**src/rtl/atm_tx_pkg.sv**
```systemverilog
// Shared constants and helpers for the transmit cell scheduler.
package atm_tx_pkg;
    localparam int CELL_BYTES = 53;
    localparam int IDX_W      = 6;
    localparam int CAP_LIMIT  = 58;
    localparam logic [7:0] IDLE_FILL = 8'h6A;

    // Byte of the idle cell at position idx (header, check slot, payload).
    function automatic logic [7:0] idle_byte(input logic [IDX_W-1:0] idx);
        if (idx == IDX_W'(3))      return 8'h01;
        else if (idx < IDX_W'(5))  return 8'h00;
        else                       return IDLE_FILL;
    endfunction

    // True for idle or unassigned headers (CLP bit ignored).
    function automatic logic hdr_is_filler(input logic [31:0] hdr);
        return (hdr[31:1] == 31'd0);
    endfunction
endpackage

```
**src/rtl/atm_cell_capture.sv**
```systemverilog
// Input cell capture: tracks byte position of arriving cells, writes bytes
// into the free buffer slot and decides at the last byte whether to commit.
// Assumes the 53 bytes of a cell arrive with in_sop on byte 0; a new in_sop
// abandons any partial cell. The full decision is taken at byte 0.
module atm_cell_capture
    import atm_tx_pkg::*;
(
    input  logic             clk,
    input  logic             rst_n,
    input  logic             in_valid,
    input  logic             in_sop,
    input  logic [7:0]       in_byte,
    input  logic             drop_en,
    input  logic             store_full,
    output logic             wr_en,
    output logic [IDX_W-1:0] wr_idx,
    output logic [7:0]       wr_data,
    output logic             commit,
    output logic             ovf_drop
);
    logic             active_q;
    logic             block_q;
    logic [IDX_W-1:0] idx_q;
    logic [31:0]      hdr_q;

    logic             take;
    logic             last;
    logic             cur_block;
    logic [IDX_W-1:0] cur_idx;

    // Current byte position, block state and commit decision.
    always_comb begin
        take      = in_valid && (in_sop || active_q);
        cur_idx   = in_sop ? '0 : idx_q;
        cur_block = in_sop ? store_full : block_q;
        last      = take && (cur_idx == IDX_W'(CELL_BYTES-1));
        wr_en     = take && !cur_block;
        wr_idx    = cur_idx;
        wr_data   = in_byte;
        commit    = last && !cur_block && !(drop_en && hdr_is_filler(hdr_q));
        ovf_drop  = last && cur_block;
    end

    // Advance the byte position and gather the four header bytes.
    always_ff @(posedge clk) begin
        if (!rst_n) begin
            active_q <= 1'b0;
            block_q  <= 1'b0;
            idx_q    <= '0;
            hdr_q    <= '0;
        end else if (take) begin
            active_q <= !last;
            block_q  <= cur_block;
            idx_q    <= last ? '0 : cur_idx + IDX_W'(1);
            if (cur_idx < IDX_W'(4))
                hdr_q <= {hdr_q[23:0], in_byte};
        end
    end
endmodule

```
**src/rtl/atm_cell_store.sv**
```systemverilog
// Cell buffer: SLOTS cell-sized slots used as a ring. Bytes are written in
// place into the slot after the newest committed cell; a commit publishes
// it. Reads are combinational from the oldest slot at the requested index.
module atm_cell_store
    import atm_tx_pkg::*;
#(
    parameter int SLOTS = 8,
    parameter int CNT_W = 4
) (
    input  logic             clk,
    input  logic             rst_n,
    input  logic             wr_en,
    input  logic [IDX_W-1:0] wr_idx,
    input  logic [7:0]       wr_data,
    input  logic             commit,
    input  logic [CNT_W-1:0] depth_cfg,
    input  logic [IDX_W-1:0] rd_idx,
    input  logic             pop,
    output logic [7:0]       rd_data,
    output logic [CNT_W-1:0] count,
    output logic             full
);
    localparam int SLOT_W = (SLOTS > 1) ? $clog2(SLOTS) : 1;
    localparam int DEPTH  = SLOTS * CELL_BYTES;
    localparam int ADDR_W = $clog2(DEPTH);

    logic [7:0]        mem [DEPTH];
    logic [SLOT_W-1:0] wr_slot, rd_slot;
    logic [ADDR_W-1:0] wr_addr, rd_addr;
    logic [CNT_W-1:0]  depth_eff;

    // Byte addresses and clamped depth.
    always_comb begin
        wr_addr   = ADDR_W'(wr_slot) * ADDR_W'(CELL_BYTES) + ADDR_W'(wr_idx);
        rd_addr   = ADDR_W'(rd_slot) * ADDR_W'(CELL_BYTES) + ADDR_W'(rd_idx);
        depth_eff = (depth_cfg > CNT_W'(SLOTS)) ? CNT_W'(SLOTS) : depth_cfg;
        full      = (count >= depth_eff);
        rd_data   = mem[rd_addr];
    end

    // Byte storage write port.
    always_ff @(posedge clk) begin
        if (wr_en)
            mem[wr_addr] <= wr_data;
    end

    // Ring pointers and committed-cell count.
    always_ff @(posedge clk) begin
        if (!rst_n) begin
            wr_slot <= '0;
            rd_slot <= '0;
            count   <= '0;
        end else begin
            if (commit)
                wr_slot <= (wr_slot == SLOT_W'(SLOTS-1)) ? '0 : wr_slot + SLOT_W'(1);
            if (pop)
                rd_slot <= (rd_slot == SLOT_W'(SLOTS-1)) ? '0 : rd_slot + SLOT_W'(1);
            count <= count + CNT_W'(commit) - CNT_W'(pop);
        end
    end


    fill_le_max_chk: assert property (@(posedge clk) disable iff (!rst_n)
        count <= CNT_W'(SLOTS));

    pop_nonempty_chk: assert property (@(posedge clk) disable iff (!rst_n)
        pop |-> (count != '0));

    commit_room_chk: assert property (@(posedge clk) disable iff (!rst_n)
        commit |-> (count < CNT_W'(SLOTS)));
endmodule

```
**src/rtl/atm_tx_seq.sv**
```systemverilog
// Output sequencer: emits one byte per request, choosing user or idle only
// at byte 0 and holding that choice for all 53 bytes. Releases the buffer
// slot on the last byte of a user cell. Output is registered.
module atm_tx_seq
    import atm_tx_pkg::*;
(
    input  logic             clk,
    input  logic             rst_n,
    input  logic             out_req,
    input  logic             link_en,
    input  logic             cell_ready,
    input  logic [7:0]       rd_data,
    output logic [IDX_W-1:0] rd_idx,
    output logic             pop,
    output logic             out_valid,
    output logic             out_sop,
    output logic [7:0]       out_byte
);
    logic [IDX_W-1:0] idx_q;
    logic             user_q;
    logic             at_start;
    logic             at_end;
    logic             user_now;

    // Boundary decision and slot release.
    always_comb begin
        at_start = (idx_q == '0);
        at_end   = (idx_q == IDX_W'(CELL_BYTES-1));
        user_now = at_start ? (link_en && cell_ready) : user_q;
        rd_idx   = idx_q;
        pop      = out_req && at_end && user_q;
    end

    // Byte emission and position tracking.
    always_ff @(posedge clk) begin
        if (!rst_n) begin
            idx_q     <= '0;
            user_q    <= 1'b0;
            out_valid <= 1'b0;
            out_sop   <= 1'b0;
            out_byte  <= '0;
        end else begin
            out_valid <= out_req;
            if (out_req) begin
                out_byte <= user_now ? rd_data : idle_byte(idx_q);
                out_sop  <= at_start;
                user_q   <= user_now;
                idx_q    <= at_end ? '0 : idx_q + IDX_W'(1);
            end
        end
    end
endmodule

```
**src/rtl/atm_tx_cell_sched.sv**
```systemverilog
// Top: one-link transmit cell scheduler with idle fill. Connects input
// capture, cell buffer and output sequencer; holds the sticky overflow flag.
// MAX_CELLS above the 58-cell limit is clamped.
module atm_tx_cell_sched
    import atm_tx_pkg::*;
#(
    parameter  int MAX_CELLS = 8,
    localparam int SLOTS     = (MAX_CELLS > CAP_LIMIT) ? CAP_LIMIT : MAX_CELLS,
    localparam int CNT_W     = $clog2(SLOTS + 1)
) (
    input  logic             clk,
    input  logic             rst_n,
    input  logic             in_valid,
    input  logic             in_sop,
    input  logic [7:0]       in_byte,
    input  logic             link_en,
    input  logic             drop_fill_en,
    input  logic [CNT_W-1:0] depth_cfg,
    input  logic             out_req,
    output logic             out_valid,
    output logic             out_sop,
    output logic [7:0]       out_byte,
    output logic [CNT_W-1:0] fill_cells,
    output logic             overflow
);
    logic             wr_en, commit, ovf_drop, store_full, pop;
    logic [IDX_W-1:0] wr_idx, rd_idx;
    logic [7:0]       wr_data, rd_data;

    atm_cell_capture u_capture (
        .clk(clk), .rst_n(rst_n), .in_valid(in_valid), .in_sop(in_sop),
        .in_byte(in_byte), .drop_en(drop_fill_en), .store_full(store_full),
        .wr_en(wr_en), .wr_idx(wr_idx), .wr_data(wr_data),
        .commit(commit), .ovf_drop(ovf_drop)
    );

    atm_cell_store #(.SLOTS(SLOTS), .CNT_W(CNT_W)) u_store (
        .clk(clk), .rst_n(rst_n), .wr_en(wr_en), .wr_idx(wr_idx),
        .wr_data(wr_data), .commit(commit), .depth_cfg(depth_cfg),
        .rd_idx(rd_idx), .pop(pop), .rd_data(rd_data),
        .count(fill_cells), .full(store_full)
    );

    atm_tx_seq u_seq (
        .clk(clk), .rst_n(rst_n), .out_req(out_req), .link_en(link_en),
        .cell_ready(fill_cells != '0), .rd_data(rd_data), .rd_idx(rd_idx),
        .pop(pop), .out_valid(out_valid), .out_sop(out_sop), .out_byte(out_byte)
    );

    // Sticky record of cells lost to a full buffer.
    always_ff @(posedge clk) begin
        if (!rst_n)        overflow <= 1'b0;
        else if (ovf_drop) overflow <= 1'b1;
    end


    ovf_sticky_chk: assert property (@(posedge clk) disable iff (!rst_n)
        overflow |=> overflow);
endmodule

```
**config.mk**
```make
export PLATFORM = sky130hd
export DESIGN_NAME = atm_tx_cell_sched
export DESIGN_NICKNAME = d
export VERILOG_FILES = /design/src/rtl/atm_tx_pkg.sv /design/src/rtl/atm_cell_capture.sv /design/src/rtl/atm_cell_store.sv /design/src/rtl/atm_tx_seq.sv /design/src/rtl/atm_tx_cell_sched.sv
export SDC_FILE = /design/constraint.sdc
export NUM_CORES = 2
export LEC_CHECK = 0
export BUFFER_PORTS_ARGS = -buffer_cell sky130_fd_sc_hd__buf_4
export CELL_PAD_IN_SITES_DETAIL_PLACEMENT = 2
export CELL_PAD_IN_SITES_GLOBAL_PLACEMENT = 2
export CORE_MARGIN = 4
export CORE_UTILIZATION = 55
export CTS_CLUSTER_DIAMETER = 30
export CTS_CLUSTER_SIZE = 25
export DETAILED_ROUTE_END_ITERATION = 12
export GPL_TIMING_DRIVEN = 1
export HOLD_SLACK_MARGIN = 0.02
export PLACE_DENSITY_LB_ADDON = 0.1
export SYNTH_ARGS = -nofsm -noshare
export SYNTH_HDL_FRONTEND = slang
export SYNTH_SLANG_ARGS = --single-unit
```
**constraint.sdc**
```tcl
create_clock -name clk -period 7.45 [get_ports clk]
set_clock_uncertainty 0.2 [all_clocks]
set_input_delay 1.49 -clock clk [delete_from_list [all_inputs] [get_ports clk]]
set_output_delay 1.49 -clock clk [all_outputs]
set_load 0.02 [all_outputs]
```
==> impl_table.tex, run 1 <==
\begin{tabular}{lr}
\hline
Metric & Value \\
\hline
\multicolumn{2}{l}{\textbf{Placed design}} \\
\quad Detailed placer's ending HPWL & around 350 mm \\
\quad Port bufs & 33 \\
\quad Routability cong. & 0.871 \\
\multicolumn{2}{l}{\textbf{Logic synthesis}} \\
\quad Most numerous cell in the Yosys netlist & sky130\_fd\_sc\_hd\_\_edfxtp\_1 \\
\quad Post-synthesis cell count & 6597 \\
\quad Fraction of registers with async set/reset & 0 \\
\quad Area contributors post-synth & sky130\_fd\_sc\_hd\_\_edfxtp\_1 74\%, sky130\_fd\_sc\_hd\_\_mux4\_2 14\%, sky130\_fd\_sc\_hd\_\_nor3\_1 1.7\%, sky130\_fd\_sc\_hd\_\_mux2i\_1 1.3\%, sky130\_fd\_sc\_hd\_\_dfxtp\_1 0.99\% \\
\quad Most area-hungry cell type in the Yosys netlist & sky130\_fd\_sc\_hd\_\_edfxtp\_1 \\
\quad Post-synthesis area per instance & 20.8 sq um \\
\quad Sequential share of the synthesized area & 0.753 \\
\quad Most used flip-flop cell after synthesis & sky130\_fd\_sc\_hd\_\_edfxtp\_1 \\
\quad Syn Nets & 6670 \\
\quad Number of distinct library cell variants in the gate-level netlist after synthesis & 83 \\
\quad Number of enable flip-flop cells after synthesis & between 3000 and 4000 \\
\quad Synthesized cell area & about 0.14 sq mm \\
\quad Commonest cells in the netlist & 3392 x sky130\_fd\_sc\_hd\_\_edfxtp\_1, 851 x sky130\_fd\_sc\_hd\_\_mux4\_2, 470 x sky130\_fd\_sc\_hd\_\_nor3\_1 \\
\quad Top cell type's share of synthesized area & 0.743 \\
\quad Total of flip-flops plus latches after synthesis & 3460 \\
\quad Synth warn & 0 \\
\multicolumn{2}{l}{\textbf{Die}} \\
\quad Height of the die & 507 microns \\
\quad Starting Density & 0.552 \\
\quad Number of rows in the core area & 183 \\
\quad IO Count & 34 \\
\quad Die Wd & between 500 and 600 microns \\
\multicolumn{2}{l}{\textbf{Run status}} \\
\quad Stage at which the run stopped & 3\_5\_place\_dp \\
\quad Error message & [ERROR DPL-0033] detailed placement checks failed during check placement. \\
\quad Status & aborted with a tool error \\
\hline
\end{tabular}
-- through the flow --
step | hold slack (ns) | instance area, sq um | setup WS [ns]
floorplan | 0.241 | 137000 | 1.96
global placement | 0.251 | 144000 | 0.485
-- cells by family after synthesis --
family | Yosys count | share of synthesized area
AO/OA/AOI/OAI | 518 | 0.0277
flip-flops | 3460 | 0.753
multiplexers | 1063 | 0.157
buffers and inverters | 488 | 0.0209
XOR/XNOR | 21 | 0.00140
adder cells (fa/ha/maj) | 54 | 0.00531
AND/OR/NAND/NOR | 993 | 0.0349
==> inputs of run 2 (changes only) <==
--- a/config.mk
+++ b/config.mk
@@ -6,16 +6,11 @@
 export NUM_CORES = 2
 export LEC_CHECK = 0
 export BUFFER_PORTS_ARGS = -buffer_cell sky130_fd_sc_hd__buf_4
-export CELL_PAD_IN_SITES_DETAIL_PLACEMENT = 2
-export CELL_PAD_IN_SITES_GLOBAL_PLACEMENT = 2
 export CORE_MARGIN = 4
-export CORE_UTILIZATION = 55
-export CTS_CLUSTER_DIAMETER = 30
-export CTS_CLUSTER_SIZE = 25
+export CORE_UTILIZATION = 40
 export DETAILED_ROUTE_END_ITERATION = 12
 export GPL_TIMING_DRIVEN = 1
-export HOLD_SLACK_MARGIN = 0.02
-export PLACE_DENSITY_LB_ADDON = 0.1
+export PLACE_DENSITY_LB_ADDON = 0.15
 export SYNTH_ARGS = -nofsm -noshare
 export SYNTH_HDL_FRONTEND = slang
 export SYNTH_SLANG_ARGS = --single-unit
==> run 2 against run 1 <==
Effect of this change: the run now ends clean; synthesized cell count did not move; area after synthesis stayed put.
==> impl_table.tex, run 2 <==
\begin{tabular}{lr}
\hline
Metric & Value \\
\hline
\multicolumn{2}{l}{\textbf{Route}} \\
\quad DRT Pass-1 Iters & 5 \\
\quad Iteration-0 DRC Markers & 9272 \\
\quad Final ANT Viol Nets & 0 \\
\quad Average wire per cell in the routed design & 34.8 microns \\
\quad Final routed wirelength across all metal layers & around 420 mm \\
\quad Vias per cell & 5.97 \\
\quad Residual DRC count & 0 \\
\quad Total number of vias & 71200 \\
\multicolumn{2}{l}{\textbf{CTS}} \\
\quad Maximum buffer depth of the clock tree & 4 \\
\quad Setup Buffers After CTS & 0 \\
\quad Clock tree root buffer cell & sky130\_fd\_sc\_hd\_\_clkbuf\_16 \\
\quad Post-cts sizing count & 0 \\
\quad Number of buffers added by the clock tree synthesis step & 365 \\
\quad TritonCTS clock tree & built \\
\quad Number of hold buffers added after cts & 0 \\
\quad TritonCTS sink count & 3460 \\
\quad Clock Latency Late Sink & 0.94 ns \\
\quad H-Tree Depth & 5 \\
\quad Clock-pin slew on the worst setup and hold paths & $\sim$0.070 ns \\
\multicolumn{2}{l}{\textbf{Logic synthesis}} \\
\quad Syn Nets & 6670 (unchanged) \\
\quad Synthesized-area fraction occupied by ao, oa, aoi and oai cells & 0.0277 (unchanged) \\
\quad Synth Area in Adders & 0.00531 (unchanged) \\
\quad Combinational family with the most area after synthesis & multiplexers \\
\quad Total of flip-flops plus latches after synthesis & 3460 (unchanged) \\
\quad Number of distinct library cell variants in the gate-level netlist after synthesis & 83 (unchanged) \\
\quad Area contributors post-synth & sky130\_fd\_sc\_hd\_\_edfxtp\_1 74\%, sky130\_fd\_sc\_hd\_\_mux4\_2 14\%, sky130\_fd\_sc\_hd\_\_nor3\_1 1.7\%, sky130\_fd\_sc\_hd\_\_mux2i\_1 1.3\%, sky130\_fd\_sc\_hd\_\_dfxtp\_1 0.99\% \\
\quad Sequential share of the synthesized area & 0.753 (unchanged) \\
\quad Multiplexer share of the synthesized area & 0.157 (unchanged) \\
\quad Post-synthesis area per instance & 20.8 sq um (unchanged) \\
\quad Synth warn & 0 (unchanged) \\
\quad Xor-xnor portion of the synthesized cell area & 0.00140 (unchanged) \\
\quad Commonest cells in the netlist & 3392 x sky130\_fd\_sc\_hd\_\_edfxtp\_1, 851 x sky130\_fd\_sc\_hd\_\_mux4\_2, 470 x sky130\_fd\_sc\_hd\_\_nor3\_1 \\
\quad Post-synthesis cell count & 6597 (unchanged) \\
\quad Simple-gate area share of the yosys netlist & 0.0349 (unchanged) \\
\quad Most area-hungry cell type in the Yosys netlist & sky130\_fd\_sc\_hd\_\_edfxtp\_1 \\
\quad Number of enable flip-flop cells after synthesis & 3392 (unchanged) \\
\quad Synthesized cell area & 0.137 sq mm (unchanged) \\
\quad Most used flip-flop cell after synthesis & sky130\_fd\_sc\_hd\_\_edfxtp\_1 \\
\quad Fraction of registers with async set/reset & 0 (unchanged) \\
\quad Most numerous cell in the Yosys netlist & sky130\_fd\_sc\_hd\_\_edfxtp\_1 \\
\quad Top cell type's share of synthesized area & 0.743 (unchanged) \\
\multicolumn{2}{l}{\textbf{Die}} \\
\quad Number of rows in the core area & 214 (+17\%) \\
\quad IO Count & 34 (unchanged) \\
\quad Starting Density & 0.403 (-0.149) \\
\quad Floorplan Core Area & 0.341 sq mm \\
\quad Die Wd & 594 microns (+17\%) \\
\quad Floorplan die area & 0.352 sq mm \\
\quad Height of the die & 594 microns (+17\%) \\
\multicolumn{2}{l}{\textbf{Layout}} \\
\quad Post-route insts no fill & about 12000 \\
\quad Highest-count cells in the layout ignoring fill and taps & 3392 x sky130\_fd\_sc\_hd\_\_edfxtp\_1, 851 x sky130\_fd\_sc\_hd\_\_mux4\_2, 515 x sky130\_fd\_sc\_hd\_\_buf\_4 \\
\quad Share of cells above drive strength 1 & 0.271 \\
\quad Registers with the highest flip-flop counts & u\_store.mem (3392), u\_capture.hdr\_q (32), u\_seq.out\_byte (8) \\
\quad Number of flip-flops under the largest register name & 3392 \\
\quad Register Area & 0.103 sq mm \\
\quad Area growth from synthesis to layout & 14.6\% \\
\quad Combined area of the multi-input logic cells & 0.0314 sq mm \\
\quad Most flop-heavy register & u\_store.mem \\
\quad FILL cells & about 28000 \\
\quad Total non-filler cell area in the finished layout & 0.157 sq mm \\
\quad NumNets Final & 7164 \\
\quad Most common library cell in the layout ignoring fill and taps & sky130\_fd\_sc\_hd\_\_edfxtp\_1 \\
\multicolumn{2}{l}{\textbf{GRT}} \\
\quad Busiest layer in global routing & met2 \\
\quad Met3 Resource Use GR & 0.0423 \\
\quad Maximum number of pins on one net before global-route repair & 175 \\
\quad Overall global routing resource usage & 0.232 \\
\quad Congestion Overflow GR & 0 \\
\quad Vias in the first global route & a little over 70000 \\
\quad Initial antenna violation count & 25 \\
\quad Wire length of the first global-routing pass & 581 mm \\
\quad Fraction of met1 tracks used by global routing & 0.331 \\
\quad Routing usage on met2 & 0.367 \\
\multicolumn{2}{l}{\textbf{Timing}} \\
\quad Number of hold violations in the final report & 0 \\
\quad Unrepaired setup endpoints after global routing & false \\
\quad Least setup slack across all paths after layout & between 1 and 1.5 ns \\
\quad Final worst path period need & 6.28 ns \\
\quad Peak clock frequency supported by timing & 0.159 GHz \\
\quad Finish-stage setup viols & 0 \\
\quad Slew Viols, Final & 0 \\
\quad Part of the cycle the worst path needs & 0.843 \\
\quad Normalized max-slew margin & 0.0878 \\
\quad Worst-margin pin slew & 1.37 ns \\
\quad Setup Total Neg Slack & 0 ns \\
\multicolumn{2}{l}{\textbf{Run}} \\
\quad Total of max-cap violations & 0 \\
\multicolumn{2}{l}{\textbf{Power and ir drop}} \\
\quad Power density over the cells & 265 mW/mm\^{}2 \\
\quad Worst vdd rail ir drop & 0.179 mV \\
\quad Leak pwr & 48.4 nW \\
\multicolumn{2}{l}{\textbf{Critical path}} \\
\quad Combined buffer and inverter count along the critical path & 1 \\
\quad Library cell contributing the largest single delay on the critical path & sky130\_fd\_sc\_hd\_\_a2111oi\_0 \\
\quad Largest driver fanout on the critical path & between 50 and 60 \\
\quad Capturing element type of the critical path & register \\
\quad Req. time, crit path & slightly above 8 ns \\
\quad WP data arrival & 6.95 ns \\
\quad Biggest cell delay along the critical path & between 1 and 1.5 ns \\
\quad Critical path class & reg -> reg \\
\quad Nature of the critical path startpoint & register \\
\quad Kind of cell adding the most delay to the critical path & compound AO/OA/AOI/OAI gates \\
\quad Critical path, cell by cell & ha\_1 -> fa\_1 -> ha\_1 -> xor2\_4 -> buf\_12 -> mux4\_2 -> nor3\_1 -> a2111oi\_0 -> nor3\_1 -> o311ai\_1 -> o41ai\_1 -> o32ai\_1 \\
\multicolumn{2}{l}{\textbf{Worst hold path}} \\
\quad Path type of the worst min-delay path & reg -> reg \\
\multicolumn{2}{l}{\textbf{Placed design}} \\
\quad Placed instance count & between 10000 and 15000 \\
\quad Detailed placer's ending HPWL & 253 mm (-27\%) \\
\quad Area of placed instances & 0.146 sq mm \\
\quad Port bufs & 33 (unchanged) \\
\quad Placement-stage worst setup slack & 0.720 ns \\
\quad Routability cong. & 0.881 (+1.1\%) \\
\multicolumn{2}{l}{\textbf{Run status}} \\
\quad Status & complete, no violations \\
\hline
\end{tabular}
-- run 2: cell counts after synthesis --
No cell type changed its count.
-- run 2: final cells by class --
| type | instances | area share |
|---|---|---|
| Antenna cell | 5 | 0.0000796 |
| Inverter | 39 | 0.000963 |
| Sequential cell | 3460 | 0.657 |
| Clock buffer | 451 | 0.0613 |
| Timing Repair Buffer | 576 | 0.0321 |
| Multi-Input combinational cell | 2649 | 0.200 |
| Tap cell | 4536 | 0.0361 |
| Clock inverter | 215 | 0.0127 |
-- run 2: worst min-delay path, stage by stage (launching register included) --
cell                       delay (ns)
sky130_fd_sc_hd__dfxtp_1         0.31
sky130_fd_sc_hd__nand2_1         0.05
sky130_fd_sc_hd__a21boi_0        0.06
-- run 2: path summary, 6_finish.rpt --
kind / start / endpoint / slack (ns) / cells after the start
worst max register to register: u_store.rd_slot[0]$_SDFFE_PN0P_ / u_seq.out_byte[3]$_SDFFE_PN0P_ / 1.17 / 12
worst max-delay path: u_store.rd_slot[0]$_SDFFE_PN0P_ / u_seq.out_byte[3]$_SDFFE_PN0P_ / 1.17 / 12
worst min register to register: u_capture.hdr_q[27]$_SDFFE_PN0P_ / u_capture.hdr_q[27]$_SDFFE_PN0P_ / 0.27 / 2
worst min-delay path: u_capture.hdr_q[27]$_SDFFE_PN0P_ / u_capture.hdr_q[27]$_SDFFE_PN0P_ / 0.27 / 2
-- run 2: report_power, final --
group	internal, mW	switching (mW)
Sequential	21.4	0.0145
Clock	10.3	7.56
Combinational	0.963	1.48
-- run 2: logic make-up (layout without fill, tap and decap cells) --
group	Yosys count	after routing
multiplexers	1063	1063
AO/OA/AOI/OAI	518	518
other	0	5
adder cells (fa/ha/maj)	54	54
buffers and inverters	488	1281
XOR/XNOR	21	21
flip-flops	3460	3460
AND/OR/NAND/NOR	993	993
-- run 2: stage by stage --
step | hold slack, ns | power (mW) | util
after floorplan | 0.241 | 23.3 | -
after global placement | 0.252 | 24.3 | 0.427
after detailed placement | 0.259 | 24.3 | 0.427
after CTS | 0.272 | 42.0 | 0.461
after global routing | 0.283 | 43.0 | 0.461
final | 0.268 | 41.7 | 0.461
-- run 2: layer usage --
layer  vias to the layer above  wire, microns  part of all wire
li1                      28800              -                 -
met3                       619          32500             0.078
met5                         -             27          0.000065
met1                     38500         173000              0.42
met2                      3271         197000              0.47
met4                         4          12700             0.031
(Power assumes the default switching activity.)
